[config.mk]
export PLATFORM = sky130hd
export DESIGN_NAME = slot_phase_fit
export DESIGN_NICKNAME = d
export VERILOG_FILES = /design/src/rtl/sps_pkg.sv /design/src/rtl/sps_pos_ctr.sv /design/src/rtl/sps_fit_accum.sv /design/src/rtl/sps_line_solve.sv /design/src/rtl/slot_phase_fit.sv
export SDC_FILE = /design/constraint.sdc
export NUM_CORES = 2
export LEC_CHECK = 0
export BUFFER_PORTS_ARGS = -buffer_cell sky130_fd_sc_hd__buf_4
export CAP_MARGIN = 15
export CORE_MARGIN = 5
export CORE_UTILIZATION = 45
export DETAILED_ROUTE_END_ITERATION = 16
export PLACE_DENSITY = 0.6
export SLEW_MARGIN = 0
export SYNTH_ARGS = -nofsm -noshare
export SYNTH_HDL_FRONTEND = slang
export SYNTH_HIERARCHICAL = 1
export SYNTH_SLANG_ARGS = --single-unit
[constraint.sdc]
create_clock -name clk -period 15.9 [get_ports clk]
set_input_delay 0.795 -clock clk [delete_from_list [all_inputs] [get_ports clk]]
set_output_delay 0.795 -clock clk [all_outputs]
set_load 0.01 [all_outputs]
[src/rtl/sps_pkg.sv]
package sps_pkg;

  typedef enum logic [1:0] {ST_IDLE, ST_WAIT, ST_RUN} sps_state_e;

  // Number of samples inside the fit window of an interval.
  function automatic int unsigned fit_count(input int unsigned len, input int unsigned guard);
    return len - 2 * guard;
  endfunction

  // round(2^sh / n): turns a sum of n samples into a mean.
  function automatic longint unsigned mean_recip(input longint unsigned n, input int unsigned sh);
    return ((64'd1 << sh) + (n >> 1)) / n;
  endfunction

  // round(6 * 2^sh / (n*(n^2-1))): turns sum(x2*y) into the slope,
  // with x2 = 2*k - (L-1), i.e. odd-valued centred positions.
  function automatic longint unsigned slope_recip(input longint unsigned n, input int unsigned sh);
    longint unsigned den;
    den = n * (n * n - 64'd1);
    return ((64'd6 << sh) + (den >> 1)) / den;
  endfunction

endpackage

[src/rtl/sps_pos_ctr.sv]
module sps_pos_ctr
  import sps_pkg::*;
#(
  parameter int FULL_LEN = 2560,
  parameter int HALF_LEN = 1280,
  parameter int GUARD    = 96,
  parameter int CNT_W    = 12
) (
  input  logic             clk,
  input  logic             rst_n,
  input  logic             meas_en,
  input  logic             half_mode,
  input  logic             smp_vld,
  input  logic             slot_strb,
  output logic [CNT_W-1:0] pos_now,
  output logic             half_now,
  output logic             first_smp,
  output logic             in_fit,
  output logic             fit_last,
  output logic             fit_half
);

  localparam logic [CNT_W-1:0] F_LAST = CNT_W'(FULL_LEN - 1);
  localparam logic [CNT_W-1:0] H_LAST = CNT_W'(HALF_LEN - 1);
  localparam logic [CNT_W-1:0] F_FEND = CNT_W'(FULL_LEN - GUARD - 1);
  localparam logic [CNT_W-1:0] H_FEND = CNT_W'(HALF_LEN - GUARD - 1);
  localparam logic [CNT_W-1:0] G_LO   = CNT_W'(GUARD);

  sps_state_e       state;
  logic [CNT_W-1:0] pos;
  logic             cur_half;
  logic             start_now;
  logic             take;
  logic             fit_end;
  logic [CNT_W-1:0] last_pos;
  logic [CNT_W-1:0] fend_pos;

  always_comb begin
    start_now = meas_en && smp_vld && slot_strb && (state == ST_WAIT);
    take      = meas_en && smp_vld && ((state == ST_RUN) || start_now);
    pos_now   = start_now ? '0 : pos;
    half_now  = (pos_now == '0) ? half_mode : cur_half;
    last_pos  = half_now ? H_LAST : F_LAST;
    fend_pos  = half_now ? H_FEND : F_FEND;
    first_smp = take && (pos_now == '0);
    in_fit    = take && (pos_now >= G_LO) && (pos_now <= fend_pos);
    fit_end   = take && (pos_now == fend_pos);
  end

  always_ff @(posedge clk or negedge rst_n) begin
    if (!rst_n) begin
      state    <= ST_IDLE;
      pos      <= '0;
      cur_half <= 1'b0;
      fit_last <= 1'b0;
      fit_half <= 1'b0;
    end else begin
      fit_last <= fit_end;
      if (fit_end) fit_half <= half_now;
      if (!meas_en) begin
        state <= ST_IDLE;
        pos   <= '0;
      end else begin
        if (state == ST_IDLE) state <= ST_WAIT;
        if (start_now)        state <= ST_RUN;
        if (take) begin
          pos <= (pos_now == last_pos) ? '0 : pos_now + CNT_W'(1);
          if (pos_now == '0) cur_half <= half_mode;
        end
      end
    end
  end

  // the position never leaves the current interval
  assert_pos_range_R3: assert property (@(posedge clk) disable iff (!rst_n)
    (state == ST_RUN) |-> (pos <= (cur_half ? H_LAST : F_LAST)));

  // a disabled block finishes no fit
  assert_idle_quiet_R10: assert property (@(posedge clk) disable iff (!rst_n)
    !meas_en |=> !fit_last);

endmodule

[src/rtl/sps_fit_accum.sv]
module sps_fit_accum #(
  parameter int YW       = 20,
  parameter int CNT_W    = 12,
  parameter int FULL_LEN = 2560,
  parameter int HALF_LEN = 1280,
  parameter int SY_W     = 32,
  parameter int SXY_W    = 46
) (
  input  logic                    clk,
  input  logic                    rst_n,
  input  logic                    clr,
  input  logic                    acc_en,
  input  logic [CNT_W-1:0]        pos,
  input  logic                    half,
  input  logic signed [YW-1:0]    phase,
  output logic signed [SY_W-1:0]  sum_y,
  output logic signed [SXY_W-1:0] sum_xy
);

  localparam logic signed [CNT_W+1:0] F_M1 = (CNT_W+2)'(FULL_LEN - 1);
  localparam logic signed [CNT_W+1:0] H_M1 = (CNT_W+2)'(HALF_LEN - 1);

  // centred position in half-chip units: odd values, symmetric about zero
  logic signed [CNT_W+1:0] xc;
  logic signed [SXY_W-1:0] xy;

  assign xc = $signed({1'b0, pos, 1'b0}) - (half ? H_M1 : F_M1);
  assign xy = SXY_W'(xc) * SXY_W'(phase);

  always_ff @(posedge clk or negedge rst_n) begin
    if (!rst_n) begin
      sum_y  <= '0;
      sum_xy <= '0;
    end else if (clr) begin
      sum_y  <= '0;
      sum_xy <= '0;
    end else if (acc_en) begin
      sum_y  <= sum_y + SY_W'(phase);
      sum_xy <= sum_xy + xy;
    end
  end

  // samples outside the fit window leave the sums untouched
  assert_guard_no_acc_R4: assert property (@(posedge clk) disable iff (!rst_n)
    (!acc_en && !clr) |=> ($stable(sum_y) && $stable(sum_xy)));

endmodule

[src/rtl/sps_line_solve.sv]
module sps_line_solve
  import sps_pkg::*;
#(
  parameter int FULL_LEN = 2560,
  parameter int HALF_LEN = 1280,
  parameter int GUARD    = 96,
  parameter int SY_W     = 32,
  parameter int SXY_W    = 46,
  parameter int A_W      = 30,
  parameter int B_W      = 38,
  parameter int S_W      = 52,
  parameter int AF       = 8,
  parameter int BF       = 16,
  parameter int MSH      = 32,
  parameter int SSH      = 48
) (
  input  logic                    clk,
  input  logic                    rst_n,
  input  logic                    go,
  input  logic                    half,
  input  logic signed [SY_W-1:0]  sum_y,
  input  logic signed [SXY_W-1:0] sum_xy,
  output logic                    vld,
  output logic signed [S_W-1:0]   start_q,
  output logic signed [S_W-1:0]   end_q,
  output logic signed [B_W-1:0]   slope_q
);

  localparam int unsigned N_F = fit_count(FULL_LEN, GUARD);
  localparam int unsigned N_H = fit_count(HALF_LEN, GUARD);
  localparam int MP_W = SY_W + MSH + 1;
  localparam int BP_W = SXY_W + SSH + 1;
  localparam logic signed [MP_W-1:0] RN_F = MP_W'(mean_recip(N_F, MSH));
  localparam logic signed [MP_W-1:0] RN_H = MP_W'(mean_recip(N_H, MSH));
  localparam logic signed [BP_W-1:0] RB_F = BP_W'(slope_recip(N_F, SSH));
  localparam logic signed [BP_W-1:0] RB_H = BP_W'(slope_recip(N_H, SSH));
  localparam logic signed [S_W-1:0]  FL_M1 = S_W'(FULL_LEN - 1);
  localparam logic signed [S_W-1:0]  FL_P1 = S_W'(FULL_LEN + 1);
  localparam logic signed [S_W-1:0]  HL_M1 = S_W'(HALF_LEN - 1);
  localparam logic signed [S_W-1:0]  HL_P1 = S_W'(HALF_LEN + 1);

  logic signed [MP_W-1:0] prod_a;
  logic signed [BP_W-1:0] prod_b;
  logic signed [A_W-1:0]  a_q;
  logic signed [B_W-1:0]  b_q;
  logic                   v1;
  logic                   h1;
  logic signed [S_W-1:0]  lm1, lp1, run_lo, run_hi;

  // stage 1: mean (AF fraction bits) at the window centre, slope (BF bits)
  assign prod_a = MP_W'(sum_y) * (half ? RN_H : RN_F);
  assign prod_b = BP_W'(sum_xy) * (half ? RB_H : RB_F);

  // stage 2: centre sits at (L-1)/2, edges at 0 and L
  assign lm1    = h1 ? HL_M1 : FL_M1;
  assign lp1    = h1 ? HL_P1 : FL_P1;
  assign run_lo = (S_W'(b_q) * lm1) >>> (BF - AF + 1);
  assign run_hi = (S_W'(b_q) * lp1) >>> (BF - AF + 1);

  always_ff @(posedge clk or negedge rst_n) begin
    if (!rst_n) begin
      v1      <= 1'b0;
      h1      <= 1'b0;
      a_q     <= '0;
      b_q     <= '0;
      vld     <= 1'b0;
      start_q <= '0;
      end_q   <= '0;
      slope_q <= '0;
    end else begin
      v1  <= go;
      vld <= v1;
      if (go) begin
        h1  <= half;
        a_q <= A_W'(prod_a >>> (MSH - AF));
        b_q <= B_W'(prod_b >>> (SSH - BF));
      end
      if (v1) begin
        start_q <= S_W'(a_q) - run_lo;
        end_q   <= S_W'(a_q) + run_hi;
        slope_q <= b_q;
      end
    end
  end

endmodule

[src/rtl/slot_phase_fit.sv]
module slot_phase_fit #(
  parameter int YW       = 20,
  parameter int TW       = 12,
  parameter int FULL_LEN = 2560,
  parameter int HALF_LEN = 1280,
  parameter int GUARD    = 96,
  parameter int AF       = 8,
  parameter int BF       = 16,
  parameter int MSH      = 32,
  parameter int SSH      = 48,
  parameter int FREQ_W   = YW + BF + 2
) (
  input  logic                     clk,
  input  logic                     rst_n,
  input  logic                     meas_en,
  input  logic                     half_mode,
  input  logic                     smp_vld,
  input  logic                     slot_strb,
  input  logic signed [YW-1:0]     phase_in,
  output logic                     res_vld,
  output logic                     disc_vld,
  output logic signed [FREQ_W-1:0] freq_err,
  output logic signed [TW-1:0]     rel_phase,
  output logic signed [TW-1:0]     disc_phase
);

  localparam int CNT_W = $clog2(FULL_LEN);
  localparam int SY_W  = YW + CNT_W;
  localparam int SXY_W = YW + 2 * CNT_W + 2;
  localparam int A_W   = YW + AF + 2;
  localparam int B_W   = FREQ_W;
  localparam int S_W   = B_W + CNT_W + 2;

  logic [CNT_W-1:0]        pos_now;
  logic                    half_now, first_smp, in_fit, fit_last, fit_half;
  logic signed [SY_W-1:0]  sum_y;
  logic signed [SXY_W-1:0] sum_xy;
  logic                    fit_vld;
  logic signed [S_W-1:0]   start_q, end_q;
  logic signed [B_W-1:0]   slope_q;
  logic                    res_load;
  logic                    have_ref;
  logic signed [S_W-1:0]   ref_start, prev_end;

  // Round an AF-fraction phase to whole LSB and keep one turn.
  function automatic logic signed [TW-1:0] turn_wrap(input logic signed [S_W-1:0] v);
    logic signed [S_W-1:0] r;
    r = (v + S_W'(1 << (AF - 1))) >>> AF;
    return r[TW-1:0];
  endfunction

  sps_pos_ctr #(
    .FULL_LEN(FULL_LEN), .HALF_LEN(HALF_LEN), .GUARD(GUARD), .CNT_W(CNT_W)
  ) u_pos (
    .clk(clk), .rst_n(rst_n), .meas_en(meas_en), .half_mode(half_mode),
    .smp_vld(smp_vld), .slot_strb(slot_strb), .pos_now(pos_now),
    .half_now(half_now), .first_smp(first_smp), .in_fit(in_fit),
    .fit_last(fit_last), .fit_half(fit_half)
  );

  sps_fit_accum #(
    .YW(YW), .CNT_W(CNT_W), .FULL_LEN(FULL_LEN), .HALF_LEN(HALF_LEN),
    .SY_W(SY_W), .SXY_W(SXY_W)
  ) u_acc (
    .clk(clk), .rst_n(rst_n), .clr(first_smp), .acc_en(in_fit),
    .pos(pos_now), .half(half_now), .phase(phase_in),
    .sum_y(sum_y), .sum_xy(sum_xy)
  );

  sps_line_solve #(
    .FULL_LEN(FULL_LEN), .HALF_LEN(HALF_LEN), .GUARD(GUARD), .SY_W(SY_W),
    .SXY_W(SXY_W), .A_W(A_W), .B_W(B_W), .S_W(S_W), .AF(AF), .BF(BF),
    .MSH(MSH), .SSH(SSH)
  ) u_solve (
    .clk(clk), .rst_n(rst_n), .go(fit_last), .half(fit_half),
    .sum_y(sum_y), .sum_xy(sum_xy), .vld(fit_vld),
    .start_q(start_q), .end_q(end_q), .slope_q(slope_q)
  );

  assign res_load = fit_vld && meas_en;

  always_ff @(posedge clk or negedge rst_n) begin
    if (!rst_n) begin
      res_vld    <= 1'b0;
      disc_vld   <= 1'b0;
      freq_err   <= '0;
      rel_phase  <= '0;
      disc_phase <= '0;
      have_ref   <= 1'b0;
      ref_start  <= '0;
      prev_end   <= '0;
    end else begin
      res_vld  <= res_load;
      disc_vld <= res_load && have_ref;
      if (!meas_en) begin
        have_ref <= 1'b0;
      end else if (res_load) begin
        freq_err <= slope_q;
        prev_end <= end_q;
        if (!have_ref) begin
          have_ref   <= 1'b1;
          ref_start  <= start_q;
          rel_phase  <= '0;
          disc_phase <= '0;
        end else begin
          rel_phase  <= turn_wrap(start_q - ref_start);
          disc_phase <= turn_wrap(start_q - prev_end);
        end
      end
    end
  end

  // one pulse per interval
  assert_vld_pulse_R9: assert property (@(posedge clk) disable iff (!rst_n)
    res_vld |=> !res_vld);

  // results hold between pulses
  assert_hold_out_R9: assert property (@(posedge clk) disable iff (!rst_n)
    !res_load |=> ($stable(freq_err) && $stable(rel_phase) && $stable(disc_phase)));

  // a jump is only flagged together with a result
  assert_disc_needs_res_R8: assert property (@(posedge clk) disable iff (!rst_n)
    disc_vld |-> res_vld);

  // the reference interval reports zero offsets
  assert_first_zero_R6: assert property (@(posedge clk) disable iff (!rst_n)
    (res_vld && !disc_vld) |-> (rel_phase == '0 && disc_phase == '0));

endmodule

# [Yosys cells after proc, flatten, opt, wreduce, memory -nomap -nowiden]
# Index checks and enable logic that the tools add are counted.
# Widths: inputs -> output; s select.
[classes] addsub=10 n_mul=5 magnitude_cmp=2 n_eq_ne=7 n_mux=23 bitwise=1 reduce_logical=17
[op_table] op="$mux 12" n=11
[op_table] op="$mux 46" n=2
[op_table] op="$mul 38x13->29" n=2
[op_table] op="$mul 46x22->68" n=1
[op_table] op="$mux 32" n=2
[op_table] op="$sub 20x20->20" n=3
[op_table] op="$add 46x34->46" n=1
[op_table] op="$mul 32x23->44" n=1
[op_table] op="$add 20x9->20 const B" n=2
[op_table] op="$mul 14x20->34" n=1
[op_table] op="$add 32x20->32" n=1
[op_table] op="$eq 12x12->1" n=2
[op_table] op="$mux 22" n=1
[op_table] op="$mux 21" n=1
[op_table] op="$add 20x20->20" n=1
[op_table] op="$sub 13x12->14" n=1
[op_table] op="$add 12x1->12 const B" n=1
[op_table] op="$ge 12x7->1 const B" n=1
[op_table] op="$le 12x12->1" n=1
[op_table] op="$logic_not 12->1" n=1
[op_table] op="$logic_and 1x1->1" n=10
[op_table] op="$mux 2" n=3
[op_table] op="$ne 2x1->1 const B" n=2
[op_table] op="$reduce_and 2->1" n=2
[op_table] op="other kinds (9)" n=11
[word_totals] register_bits=339 input_bits=26 out_inout_bits=64

# [Longest topological paths before layout]
[logic_depth] word_depth=12 ltp_mapped=52

# [Cells and area by module]
# Netlist, hierarchy kept.
[by_module_without_submodules] mod="sps_line_solve" n_inst=1 cells_each=6427 area_per_inst_um2=65097.4 seq_area_each_um2=4679.5
[by_module_without_submodules] mod="sps_fit_accum" n_inst=1 cells_each=1955 area_per_inst_um2=17132.7 seq_area_each_um2=1951.9
[by_module_without_submodules] mod="slot_phase_fit" n_inst=1 cells_each=569 area_per_inst_um2=6049.6 seq_area_each_um2=2627.5
[by_module_without_submodules] mod="sps_pos_ctr" n_inst=1 cells_each=139 area_per_inst_um2=1179.9 seq_area_each_um2=425.4

# [Worst setup path after synthesis]
# Ideal clock, no wire load.
[synth_path] kind="input to register" startpoint="input slot_strb" endpoint="register u_acc.sum_xy[45]" setup_time_ps=86 arrival_time_ps=11465 required_ps=15814 setup_slack_ps=4349 path_stages=51 cell_sequence="nand3b_1 > or2_2 > clkbuf_1 > nand2_1 > ha_1 > or4b_1 > nor4_2 > a21oi_1 > mux2_4 > ha_1 > inv_1 > ha_1 > nor2b_1 > o21ai_0 > nand2b_1 > xnor2_1 > clkbuf_1 > nand2_1 > (+15 left out) > a211o_1 > a21oi_1 > o21ai_0 > nand2b_1 > a21oi_1 > xnor2_1 > ha_1 > a21o_1 > a21o_1 > a211oi_1 > a21oi_1 > o21ai_0 > a41oi_2 > a221oi_2 > o21ai_0 > mux2i_1 > o21a_1 > nor3_1"
[synth_between] elab_chain_len=11
[synth_rtl] element="from (decl)" line_no="slot_phase_fit.sv:18" rtl="input logic slot_strb,"
[synth_rtl] element="$logic_and 1x1->1 * (2 in series)" line_no="sps_pos_ctr.sv:39" rtl="start_now = meas_en && smp_vld && slot_strb && (state == ST_WAIT);"
[synth_rtl] element="$mux 12 *" line_no="sps_pos_ctr.sv:41" rtl="pos_now = start_now ? '0 : pos;"
[synth_rtl] element="$logic_not 12->1 *" line_no="sps_pos_ctr.sv:42" rtl="half_now = (pos_now == '0) ? half_mode : cur_half;"
[synth_rtl] element="$mux 1 *" line_no="sps_pos_ctr.sv:42"
[synth_rtl] element="named net half_now" line_no="slot_phase_fit.sv:35" rtl="logic half_now, first_smp, in_fit, fit_last, fit_half;"
[synth_rtl] element="$mux 12" line_no="sps_fit_accum.sv:27" rtl="assign xc = $signed({1'b0, pos, 1'b0}) - (half ? H_M1 : F_M1);"
[synth_rtl] element="$sub 13x12->14" line_no="sps_fit_accum.sv:27"
[synth_rtl] element="$mul 14x20->34" line_no="sps_fit_accum.sv:28" rtl="assign xy = SXY_W'(xc) * SXY_W'(phase);"
[synth_rtl] element="$add 46x34->46" line_no="sps_fit_accum.sv:39" rtl="sum_xy <= sum_xy + xy;"
[synth_rtl] element="$mux 46" line_no="sps_fit_accum.sv:37" rtl="end else if (acc_en) begin"
[synth_rtl] element="$mux 46" line_no="sps_fit_accum.sv:34" rtl="end else if (clr) begin"
[synth_rtl] element="to (signal assigned)" line_no="sps_fit_accum.sv:39"
[synth_rtl] element="to (decl)" line_no="sps_fit_accum.sv:17" rtl="output logic signed [SXY_W-1:0] sum_xy"
# The timed path passes the listed nets; every way through them passes the cells marked *. The select of a mux whose other input is x is not followed.
# A chain may end at the register's enable or synchronous reset.

# [Worst setup path after layout]
[layout_path] startpoint="register u_pos.state[1]" endpoint="register u_acc.sum_xy[45]"
[layout_between] elab_chain_len=11
[layout_rtl] element="from (decl)" line_no="sps_pos_ctr.sv:29" rtl="sps_state_e state;"
[layout_rtl] element="from (signal assigned)" line_no="sps_pos_ctr.sv:52" rtl="state <= ST_IDLE;"
[layout_rtl] element="from (signal assigned)" line_no="sps_pos_ctr.sv:61" rtl="state <= ST_IDLE;"
[layout_rtl] element="from (signal assigned)" line_no="sps_pos_ctr.sv:64" rtl="if (state == ST_IDLE) state <= ST_WAIT;"
[layout_rtl] element="$eq 2x1->1 *" line_no="sps_pos_ctr.sv:39"
[layout_rtl] element="$logic_and 1x1->1 *" line_no="sps_pos_ctr.sv:39"
[layout_rtl] element="$mux 12 *" line_no="sps_pos_ctr.sv:41"
[layout_rtl] element="$logic_not 12->1 *" line_no="sps_pos_ctr.sv:42"
[layout_rtl] element="$mux 1 *" line_no="sps_pos_ctr.sv:42"
[layout_rtl] element="named net half_now" line_no="slot_phase_fit.sv:35"
[layout_rtl] element="$mux 12" line_no="sps_fit_accum.sv:27"
[layout_rtl] element="$sub 13x12->14" line_no="sps_fit_accum.sv:27"
[layout_rtl] element="$mul 14x20->34" line_no="sps_fit_accum.sv:28"
[layout_rtl] element="$add 46x34->46" line_no="sps_fit_accum.sv:39"
[layout_rtl] element="$mux 46" line_no="sps_fit_accum.sv:37"
[layout_rtl] element="$mux 46" line_no="sps_fit_accum.sv:34"
# Marks and branches as above.

==> reports/metrics.cfg <==
[cells_and_area]
fill_cells = 15700
fin_cells = 9832
final_util = 0.483
layout-area-overhead-vs-synth_pct = 6.42
nets = 10000
layout-drive-gt1-share = 0.0619

[sta]
tns_ns = 0
rsz0062_at_grt = no
finalCriticalPeriod_ns = 12.67
setup_viol = 0
timing.fmax_ghz = 0.0789
period_share = 0.797
drv_slew = 0
hold_violations = 0
tightestPinTransition_ns = 1.11
clock_skew_ns = 0.0422
timing.hold.ws_ns = 0.214
slew_headroom = 0.260

[grt]
grt_max_degree = 106
antenna_found_initial = 0
grt_pass1_vias = 55800
track_usage = 0.221
grt_overflow_total = 0
grt_pass1_wl_mm = 307

[detailed_routing]
ant_nets = 0
dr.pass1.iters = 5
vias_per_cell = 5.17
dr.max_layer_used = met4
drt-total-wl_mm = 188
dr_total_vias = 50900
dr_wl_met2_mm = 90.1
wl_met3_mm = 8.75
routedWlPerCell_um = 19.1
drt_iter0_markers = 2803
drc = 0
wl_met1_mm = 85.8

[critical_path]
cp_slowest_cell = fa_1
cpMostUsedCell = fa_1
cp.required_ns = 16.43
critPathTopFamily = adder cells
cp_num_buf_inv = 4
cp_max_fo = 21
crit_type = reg -> reg
worstSetupStartpointType = register
crit_path_end_kind = register
worstPathArrival_ns = 13.20
critPathMaxStageDelay_ns = 0.54

[cts]
clockBufferDepth = 3
cts.sinks = 335
cts_buffers = 43
cts_hold_buf = 0
cts-root-buf = clkbuf_16
cts_resized = 0
clock_latency_ns = 0.62
postCtsSetupRepairBufs = 0
cts_tree = yes
clk_pin_slew_ns = 0.06
htreeDepth = 2

[floorplan]
die_w_um = 418
start_util = 0.453
die_h_um = 418
rows = 149
ios = 90
fp.dieArea_mm2 = 0.175
fp.coreArea_mm2 = 0.165

[placed_design]
port_buffers = 89
dp_hpwl_mm = 161
gp_congestion = 0.923
placed_cells = 9752

[synthesis]
syn_inst = 7537
syn_area_mm2 = 0.0749
yosys_warnings = 6
avgSynthCellArea_um2 = 9.94

[power_and_ir_drop]
p_leak_nw = 42.1
ir_worst_vdd_uv = 222
finalPower_w = 0.00882
power_density_mw_per_mm2 = 111

[min_path]
hp-class = in -> async

[run_status]
status = finished, final reports clean

[flow_run]
max-cap-violations = 0

metal layers:
layer  global-route usage  vias to the layer above
li1                     -                    23700
met1                0.307                    26000
met2                0.374                      994
met3               0.0319                      168
met4               0.0393                        0
met5                    0                        -
layout by cell type, fill, tap and decap left out, drive strengths merged, types with 41 or more instances in the layout:
| cell type | count |
|---|---|
| a21o | 158 |
| a21oi | 314 |
| and2 | 177 |
| buf | 110 |
| clkbuf | 58 |
| conb | 134 |
| dfrtp | 335 |
| fa | 1472 |
| ha | 937 |
| inv | 1762 |
| mux2 | 167 |
| mux2i | 61 |
| nand2 | 410 |
| nand3 | 76 |
| nand4 | 41 |
| nor2 | 270 |
| nor2b | 109 |
| nor3 | 41 |
| o21a | 49 |
| o21ai | 205 |
| or2 | 68 |
| xnor2 | 175 |
| xor2 | 76 |
report_power, final:
part / total, W / switching (W) / internal, W
combinational: 0.00688 / 0.00411 / 0.00277
clock: 0.00105 / 0.000417 / 0.000629
sequential: 0.000893 / 0.0000314 / 0.000862
state kept, by name, summed over array words and instances (netlist names), 2 cells and up:
name and cells:
disc_phase 12, freq_err 38, prev_end 20, ref_start 20, rel_phase 12, u_acc/sum_xy 46
u_acc/sum_y 32, u_pos/pos 12, u_pos/state 2, u_solve/a_q 20, u_solve/b_q 36, u_solve/end_q 20
u_solve/slope_q 36, u_solve/start_q 20
worst reg2reg max path, delay by kind of cell (launching register included):
family          cells  cell delay [ns]
compound gates     18             3.69
mux                 2             0.62
buf+inv             4             0.25
fa+ha+maj          10             4.25
xor+xnor            1             0.15
simple gates       12             3.21
flops               1             0.39
layout make-up:
| class | count | area, µm² | area share |
|---|---|---|---|
| antenna | 1 | 2.50 | 0.0000314 |
| clock inverter | 21 | 299 | 0.00375 |
| clock buffer | 58 | 1220 | 0.0154 |
| sequential | 335 | 8390 | 0.105 |
| inverter | 1761 | 6610 | 0.0830 |
| timing repair buffer | 110 | 833 | 0.0105 |
| tap | 2189 | 2740 | 0.0344 |
| multi-input combinational | 5357 | 59600 | 0.748 |
stage by stage:
step | setup slack, ns | instance area, µm²
2_1_floorplan | 4.35 | 75400
3_3_place_gp | 2.88 | 78200
3_5_place_dp | 2.69 | 78200
4_1_cts | 3.23 | 79700
5_1_grt | 2.37 | 79700
6_report | 3.23 | 79700
final timing paths:
path / from / end / slack [ns] / cells after the start
max in group asynchronous: rst_n / u_solve/b_q[27] / 13.48 / 3
worst min register to register: rel_phase[0] / rel_phase[0] / 0.48 / 2
worst max register to register: u_pos/state[1] / u_acc/sum_xy[45] / 3.23 / 47
worst max-delay path: u_pos/state[1] / u_acc/sum_xy[45] / 3.23 / 47
worst min-delay path: rst_n / have_ref / 0.21 / 1
min in group clk: half_mode / u_pos/cur_half / 0.45 / 2
Note: power is estimated with default switching activity, not from simulation.
